### config.mk
export PLATFORM = sky130hd
export DESIGN_NAME = anv_validator
export DESIGN_NICKNAME = d
export VERILOG_FILES = /design/src/rtl/anv_pkg.sv /design/src/rtl/anv_rst_sync.sv /design/src/rtl/anv_judge.sv /design/src/rtl/anv_retry_ctr.sv /design/src/rtl/anv_seq.sv /design/src/rtl/anv_validator.sv
export SDC_FILE = /design/constraint.sdc
export NUM_CORES = 1
export LEC_CHECK = 0
export BUFFER_PORTS_ARGS = -buffer_cell sky130_fd_sc_hd__clkbuf_2
export CAP_MARGIN = 30
export CORE_MARGIN = 1.5
export CORE_UTILIZATION = 34
export CTS_CLUSTER_DIAMETER = 80
export DETAILED_ROUTE_END_ITERATION = 16
export GPL_TIMING_DRIVEN = 0
export PLACE_DENSITY = 0.76
export SLEW_MARGIN = 20
export SYNTH_ARGS = -nofsm -noshare
export SYNTH_HDL_FRONTEND = slang
export SYNTH_SLANG_ARGS = --single-unit
### constraint.sdc
create_clock -name clk -period 0.9 [get_ports clk]
set_input_delay 0.18 -clock clk [delete_from_list [all_inputs] [get_ports clk]]
set_output_delay 0.18 -clock clk [all_outputs]
set_load 0.02 [all_outputs]
### src/rtl/anv_pkg.sv
package anv_pkg;

  typedef enum logic [1:0] {
    ST_WAIT   = 2'd0,
    ST_DROP   = 2'd1,
    ST_GOOD   = 2'd2,
    ST_FAILED = 2'd3
  } anv_state_e;

  typedef struct packed {
    logic late_bad;
    logic early_bad;
  } anv_verdict_t;

endpackage

### src/rtl/anv_rst_sync.sv
module anv_rst_sync #(
  parameter int STAGES = 2
) (
  input  logic clk,
  input  logic rst_n,
  output logic rst_n_sync
);

  logic [STAGES-1:0] chain_q;

  always_ff @(posedge clk or negedge rst_n) begin
    if (!rst_n) begin
      chain_q <= '0;
    end else begin
      chain_q <= {chain_q[STAGES-2:0], 1'b1};
    end
  end

  assign rst_n_sync = chain_q[STAGES-1];

endmodule

### src/rtl/anv_judge.sv
module anv_judge
  import anv_pkg::*;
#(
  parameter int W       = 16,
  parameter int LPI_BIT = 12,
  parameter int CAP_BIT = 0,
  parameter int ACK_BIT = 14
) (
  input  logic [W-1:0]  lpi_word,
  input  logic [W-1:0]  lpa_word,
  input  logic [W-1:0]  exp_word,
  output anv_verdict_t  verdict,
  output logic          bad
);

  logic hidden_ok;
  logic partner_can_neg;
  logic partner_acked;
  logic unused_bits;

  assign hidden_ok       = lpi_word[LPI_BIT];
  assign partner_can_neg = exp_word[CAP_BIT];
  assign partner_acked   = lpa_word[ACK_BIT];

  always_comb begin
    verdict.late_bad  = !hidden_ok;
    verdict.early_bad = partner_can_neg && !partner_acked;
  end

  assign bad = verdict.late_bad | verdict.early_bad;

  // remaining word bits carry no meaning for the verdict
  assign unused_bits = ^{lpi_word, lpa_word, exp_word};

endmodule

### src/rtl/anv_retry_ctr.sv
module anv_retry_ctr #(
  parameter int MAX_RETRIES = 6,
  localparam int CNT_W = $clog2(MAX_RETRIES + 1)
) (
  input  logic             clk,
  input  logic             rst_n,
  input  logic             clr,
  input  logic             inc,
  output logic [CNT_W-1:0] cnt,
  output logic             at_limit
);

  localparam logic [CNT_W-1:0] LIMIT = CNT_W'(MAX_RETRIES);

  logic [CNT_W-1:0] cnt_q;
  logic [CNT_W-1:0] cnt_d;
  logic             cnt_en;

  assign at_limit = (cnt_q == LIMIT);

  always_comb begin
    cnt_en = clr | (inc & ~at_limit);
    cnt_d  = cnt_q;
    if (clr) begin
      cnt_d = '0;
    end else if (inc && !at_limit) begin
      cnt_d = cnt_q + 1'b1;
    end
  end

  always_ff @(posedge clk or negedge rst_n) begin
    if (!rst_n) begin
      cnt_q <= '0;
    end else if (cnt_en) begin
      cnt_q <= cnt_d;
    end
  end

  assign cnt = cnt_q;

endmodule

### src/rtl/anv_seq.sv
module anv_seq
  import anv_pkg::*;
(
  input  logic clk,
  input  logic rst_n,
  input  logic an_enable,
  input  logic an_done,
  input  logic stat_valid,
  input  logic bad,
  input  logic at_limit,
  output logic cnt_clr,
  output logic cnt_inc,
  output logic restart_q,
  output logic good_q,
  output logic fail_q
);

  anv_state_e st_q, st_d;
  logic       restart_d, good_d, fail_d;
  logic       flag_en;
  logic       check;

  assign check = an_done & stat_valid;

  always_comb begin
    st_d      = st_q;
    restart_d = 1'b0;
    good_d    = good_q;
    fail_d    = fail_q;
    cnt_clr   = 1'b0;
    cnt_inc   = 1'b0;
    if (!an_enable) begin
      st_d    = ST_WAIT;
      good_d  = 1'b0;
      fail_d  = 1'b0;
      cnt_clr = 1'b1;
    end else begin
      unique case (st_q)
        ST_WAIT: begin
          if (check) begin
            if (!bad) begin
              st_d    = ST_GOOD;
              good_d  = 1'b1;
              cnt_clr = 1'b1;
            end else if (at_limit) begin
              st_d   = ST_FAILED;
              fail_d = 1'b1;
            end else begin
              st_d      = ST_DROP;
              restart_d = 1'b1;
              cnt_inc   = 1'b1;
            end
          end
        end
        ST_DROP: begin
          if (!an_done) st_d = ST_WAIT;
        end
        ST_GOOD: begin
          if (!an_done) begin
            st_d   = ST_WAIT;
            good_d = 1'b0;
          end
        end
        ST_FAILED: begin
          st_d = ST_FAILED;
        end
        default: st_d = ST_WAIT;
      endcase
    end
  end

  assign flag_en = (st_d != st_q) | (good_d != good_q) | (fail_d != fail_q) |
                   (restart_d != restart_q);

  always_ff @(posedge clk or negedge rst_n) begin
    if (!rst_n) begin
      st_q      <= ST_WAIT;
      restart_q <= 1'b0;
      good_q    <= 1'b0;
      fail_q    <= 1'b0;
    end else if (flag_en) begin
      st_q      <= st_d;
      restart_q <= restart_d;
      good_q    <= good_d;
      fail_q    <= fail_d;
    end
  end

endmodule

### src/rtl/anv_validator.sv
module anv_validator
  import anv_pkg::*;
#(
  parameter int W           = 16,
  parameter int MAX_RETRIES = 6,
  parameter int LPI_BIT     = 12,
  parameter int CAP_BIT     = 0,
  parameter int ACK_BIT     = 14,
  localparam int CNT_W      = $clog2(MAX_RETRIES + 1)
) (
  input  logic             clk,
  input  logic             rst_n,
  input  logic             an_enable,
  input  logic             an_done,
  input  logic             stat_valid,
  input  logic [W-1:0]     lpi_word,
  input  logic [W-1:0]     lpa_word,
  input  logic [W-1:0]     exp_word,
  output logic             restart_req,
  output logic             result_good,
  output logic             result_fail,
  output logic [CNT_W-1:0] retry_count
);

  logic         rst_n_int;
  anv_verdict_t verdict;
  logic         bad;
  logic         at_limit;
  logic         cnt_clr, cnt_inc;
  logic         good_q;

  anv_rst_sync #(.STAGES(2)) u_rst (
    .clk        (clk),
    .rst_n      (rst_n),
    .rst_n_sync (rst_n_int)
  );

  anv_judge #(
    .W(W), .LPI_BIT(LPI_BIT), .CAP_BIT(CAP_BIT), .ACK_BIT(ACK_BIT)
  ) u_judge (
    .lpi_word (lpi_word),
    .lpa_word (lpa_word),
    .exp_word (exp_word),
    .verdict  (verdict),
    .bad      (bad)
  );

  anv_retry_ctr #(.MAX_RETRIES(MAX_RETRIES)) u_ctr (
    .clk      (clk),
    .rst_n    (rst_n_int),
    .clr      (cnt_clr),
    .inc      (cnt_inc),
    .cnt      (retry_count),
    .at_limit (at_limit)
  );

  anv_seq u_seq (
    .clk        (clk),
    .rst_n      (rst_n_int),
    .an_enable  (an_enable),
    .an_done    (an_done),
    .stat_valid (stat_valid),
    .bad        (bad),
    .at_limit   (at_limit),
    .cnt_clr    (cnt_clr),
    .cnt_inc    (cnt_inc),
    .restart_q  (restart_req),
    .good_q     (good_q),
    .fail_q     (result_fail)
  );

  // bypass: with negotiation disabled the engine's flag is trusted as is
  assign result_good = an_enable ? good_q : an_done;

endmodule

* After elaboration in Yosys (flattened, before gate mapping) *
Cells that the tools add are included.

operators by class
  add/subtract/negate cells = 1
  multiply operators = 0
  divide/modulo/power cells = 0
  magnitude comparators = 0
  equal/unequal tests = 8
  shifts and indexed selects = 0
  mux-type cells = 28
  bitwise operators = 8
  reductions and logical operators = 9

operators with widths
  operator                                       number
  two-way mux 1 bit                              19
  two-way mux 2 bit                              5
  two-way mux 3 bit                              2
  case mux 2 bit (3 select lines)                1
  OR 1 bit                                       5
  == test 2 bit, second input constant           2
  adder 3 x 1 -> 3 bit, second input constant    1
  == test 3 bit, second input constant           1
  logical NOT 1 bit                              3
  inequality test 1 bit                          3
  AND 1 bit                                      2
  == test 2 x 1 -> 1 bit, second input constant  1
  logical AND 1 bit                              2
  logical NOT 2 bit                              1
  inequality test 2 bit                          1
  case mux 1 bit (2 select lines)                1
  AND reduction 2 bit                            1
  nonzero test 2 bit                             1
  OR reduction 2 bit                             1
  inverter 1 bit                                 1

word-level totals
  bits in registers = 10
  latch bits = 0
  memory bits (writable) = 0
  ROM bits = 0
  memories = 0

* Depth between registers and ports, before layout *
  depth in word-level cells = 11
  mapped depth = 5
  depth with buffers taken out = 5

* By module *
A second synthesis with hierarchy kept.

unflattened totals
  cell total of the unflattened synthesis = 56
  area, all modules = 600.6 um^2

modules (own cells, without submodules)
  module         times used  cells each  area each (um^2)
  anv_seq        1           32          315.3
  anv_retry_ctr  1           17          185.2
  anv_rst_sync   1           3           53.8
  anv_judge      1           3           31.3
  anv_validator  1           1           15.0

* Worst setup path before layout *
Ideal clock, no wire load.

  path kind = register to register
  start = register u_ctr.cnt_q[0], in the netlist u_ctr.cnt[0]
  end = register u_ctr.cnt_q[0], in the netlist u_ctr.cnt[0]
  library setup time = 0.124 ns
  arrival = 1.314 ns
  required time = 0.776 ns
  slack = -0.538 ns
  stages on the path, launching flop included = 6
  buffers on the path = 0
  clock period less this slack = 1.438 ns
  cell sequence = dfrtp_1 -> inv_1 -> ha_1 -> nand2_1 -> and3_1 -> a211o_1

between the ends
  cells in the longest elaborated chain, start to end = 9
  elaborated cells on any way between the ends = 16
  those cells by class = 1 x add/sub; 1 x eq/ne; 7 x mux; 3 x bitwise; 4 x reduce/logical

RTL lines
  element                                                RTL line                                  source
  from (decl)                                            anv_retry_ctr.sv:15                       logic [CNT_W-1:0] cnt_q;
  from (signal assigned)                                 anv_retry_ctr.sv:35                       cnt_q <= cnt_d;
  == test 3 bit                                          anv_retry_ctr.sv:19                       assign at_limit = (cnt_q == LIMIT);
  two-way mux 1 bit                                      anv_seq.sv:45                             end else if (at_limit) begin
  two-way mux 1 bit                                      anv_seq.sv:41                             if (!bad) begin
  two-way mux 1 bit                                      anv_seq.sv:40                             if (check) begin
  two-way mux 1 bit                                      anv_seq.sv:38                             unique case (st_q)
  two-way mux 1 bit                                      anv_seq.sv:32                             if (!an_enable) begin
  AND 1 bit / logical AND 1 bit (equally long branches)  anv_retry_ctr.sv:22, anv_retry_ctr.sv:26
  OR 1 bit / nonzero test 2 bit (equally long branches)  -
  AND reduction 2 bit (no line)                          -

Several ways; a longest one is shown, not always the timed one. The select of a mux whose other input is x is not followed.
A chain may end at the register's enable or synchronous reset.

* Worst setup path in the final report *
  start = register u_seq.st_q[1]
  end = register u_ctr.cnt_q[0], in the netlist u_ctr.cnt[0]

between the ends
  cells in the longest elaborated chain, start to end = 6
  elaborated cells on any way between the ends = 11
  those cells by class = 5 x mux; 2 x bitwise; 4 x reduce/logical

RTL lines
  element                                                RTL line                                  source
  from (decl)                                            anv_seq.sv:18                             anv_state_e st_q, st_d;
  from (signal assigned)                                 anv_seq.sv:82                             st_q <= st_d;
  logical NOT 2 bit (*)                                  anv_seq.sv:38
  two-way mux 1 bit                                      anv_seq.sv:38
  two-way mux 1 bit                                      anv_seq.sv:32
  AND 1 bit / logical AND 1 bit (equally long branches)  anv_retry_ctr.sv:22, anv_retry_ctr.sv:26
  OR 1 bit / nonzero test 2 bit (equally long branches)  -
  AND reduction 2 bit (no line)                          -

Mark *: on every way between the ends. The rest lies on a longest branch, timed or not.

==> metrics <==
Post-route DRC=1; register share of total power=29.4%; Net Switching=639.1 µW; total number of vias=564; Synth-to-Final Area Change=61.21%; Die X=44.32 µm; RSZ-0062 raised after global routing=true; Post-Syn Area=580.6 µm²; worst setup path start=u_seq.st_q[1]; Post-Syn Area per Cell=10.56 µm²; Clock Tree Buf Depth=2; Req. time, crit path=1060 ps; DR iter-0 viols=11; register bit total from synthesis=10; Fmax=around 770 MHz; syn_nets=113; fin crit share=143.9%; final core utilization=60.03%; Power Density=2000 nW/µm²; mean number of vias per cell=5.697; number of instances in the placed design=84; peak supply drop=0.001041 V; vias in the first global route=a little over 600; Tmin final=1295 ps; Clock power frac=22.1%; most common cell after layout, fill and taps aside=buf_4; # IOs=59; R2R depth=5; Final Hold Fails=0; final setup margin=-395.2 ps; Core Footprint=1559 µm²; die height=44.32 µm; crit path DAT=1450 ps; max_cap viols=0; total gr overflow=0; Ant. Diodes=0; most frequent cells in the layout=buf_4 (10), clkbuf_2 (7), dfrtp_1 (7), buf_6 (6), inv_2 (4); Setup crit end kind=flip-flop; status=finished, violations left; failing checks=design-rule violations, negative setup slack; Antenna Nets Post-Route=0; crit-path max FO=5; Worst Setup Start Kind=flip-flop; Clock Latency Late Sink=~270 ps; HPWL after DPL=approximately 900 µm; Syn Inst Count=55; register area share after synthesis=43.10%; PortBufs=13; total die area=1964 µm²; HP Class=reg2async; clk_skew=~1.3 ps; final non-filler cell total=99; GRT Util Overall=~18%; initial antenna violation count=0; internal power component=1232 µW; worst r2r src=u_seq.st_q[1]; TritonCTS Buffers=3; # clock sinks=10; Placer Congestion=0.8361; CTS tree=yes; layout cells sized above 1=between 60 and 70%; Comb power frac=48.5%; largest net degree at the start of global routing=11; max-slew violations=0; Initial Util=37.24%; critical path type=reg2reg; CTS root buffer=clkbuf_4; H-tree depth=1; Pre-antenna DRT Iters=10; first-pass GRT wire length=2525 µm; final layout net count=~140; routed wire length=1507 µm; WL per Instance=about 15 µm; Netlist cell types=28; Yosys warning total=0; FP Rows=14; final setup fails=14; Leak=0.0004349 µW; Final Power=1872 µW; Sw Ratio=34.15%; Clk pin slew, worst setup/hold paths=70 ps
==> critical path, cell delays in order, from the launching register on <==
cell,delay (ps)
dfrtp_1,400
inv_2,80
ha_4,170
nand3_4,120
and3_4,180
a211o_1,230
==> metrics by stage <==
stage	hold WS, ps	setup TNS [ps]	cell area, µm²	setup slack, ps
after floorplan	-115.6	-2309	634.4	-397.8
after global placement	-34.55	-3010	719.4	-428.9
after detailed placement	-31.98	-3232	719.4	-458.2
after CTS	140.1	-3716	858.3	-369.8
after global routing	170.1	-4467	935.9	-443.4
final	130.0	-3808	935.9	-395.2
==> cell type report <==
cell class | instances | area (µm²)
Buffer | 1 | 7.507
Clock buffer | 4 | 36.28
Fill cell | 131 | 623.1
Inverter | 4 | 15.01
Multi-Input combinational cell | 40 | 407.9
Sequential cell | 10 | 254.0
Tap cell | 16 | 20.02
Timing Repair Buffer | 24 | 195.2
==> cells by family after synthesis <==
logic type | count (synthesis) | share of synthesized area, %
AND/OR/NAND/NOR | 18 | 19.40
AO/OA/AOI/OAI | 15 | 20.26
flip-flops | 10 | 43.10
buffers and inverters | 5 | 3.879
adder cells (fa/ha/maj) | 5 | 10.78
multiplexers | 1 | 1.940
other | 1 | 0.6459
==> Yosys cell counts, drive strengths merged <==
master | count | area (µm²)
and3b | 1 | 8.760
and3 | 5 | 32.53
a211o | 2 | 17.52
inv | 4 | 15.01
a21oi | 4 | 23.77
a311o | 1 | 11.26
ha | 5 | 62.56
nand2b | 1 | 6.260
nand2 | 3 | 11.26
a211oi | 1 | 7.510
o21a | 1 | 7.510
conb | 1 | 3.750
nand3 | 3 | 20.02
a2bb2oi | 1 | 8.760
o21ai | 1 | 5.000
and4 | 1 | 8.760
nand4 | 3 | 18.77
mux2 | 1 | 11.26
o221a | 1 | 11.26
buf | 1 | 7.510
and2 | 1 | 6.260
dfrtp | 10 | 250.2
a21boi | 1 | 7.510
a32o | 1 | 10.01
o31ai | 1 | 7.510
==> power groups by stage <==
stage	clock, µW	combinational, µW	sequential (µW)
2_1_floorplan	0	404	573
3_3_place_gp	0	510	570
6_report	414	907	551
4_1_cts	412	770	546
5_1_grt	451	986	558
3_5_place_dp	0	527	573
==> state kept, by name, indices dropped and copies added, names as in the netlist <==
name / flops
u_seq.restart_q: 1
u_seq.st_q: 2
u_seq.good_q: 1
u_rst.chain_q: 2
u_seq.fail_q: 1
u_ctr.cnt: 3
==> repair_timing <==
item	CTS	global route
hold endpoints to repair	2	0
setup endpoints to repair	14	14
hold buffers	1	0
resized for setup	9	23
buffers inserted	8	3
pin swaps	6	3
cloned	0	0
==> final timing paths <==
check,endpoint,slack [ps]
min,u_seq.fail_q,130
min in group clk,u_seq.good_q,260
max,u_ctr.cnt[0],-400
min reg2reg,u_seq.fail_q,130
max reg2reg,u_ctr.cnt[0],-400
max in group asynchronous,u_ctr.cnt[2],510
==> layer usage <==
layer  vias to the layer above  track usage [%]  wire length, µm  share of wire, %
met2                        13            30.59              808                54
met1                       285            20.41              632                42
met5                         -                0                0                 0
met4                         0            9.697               16               1.1
li1                        263                -                -                 -
met3                         3            4.082               50               3.3
No activity file was read; power rests on OpenSTA's default activity.
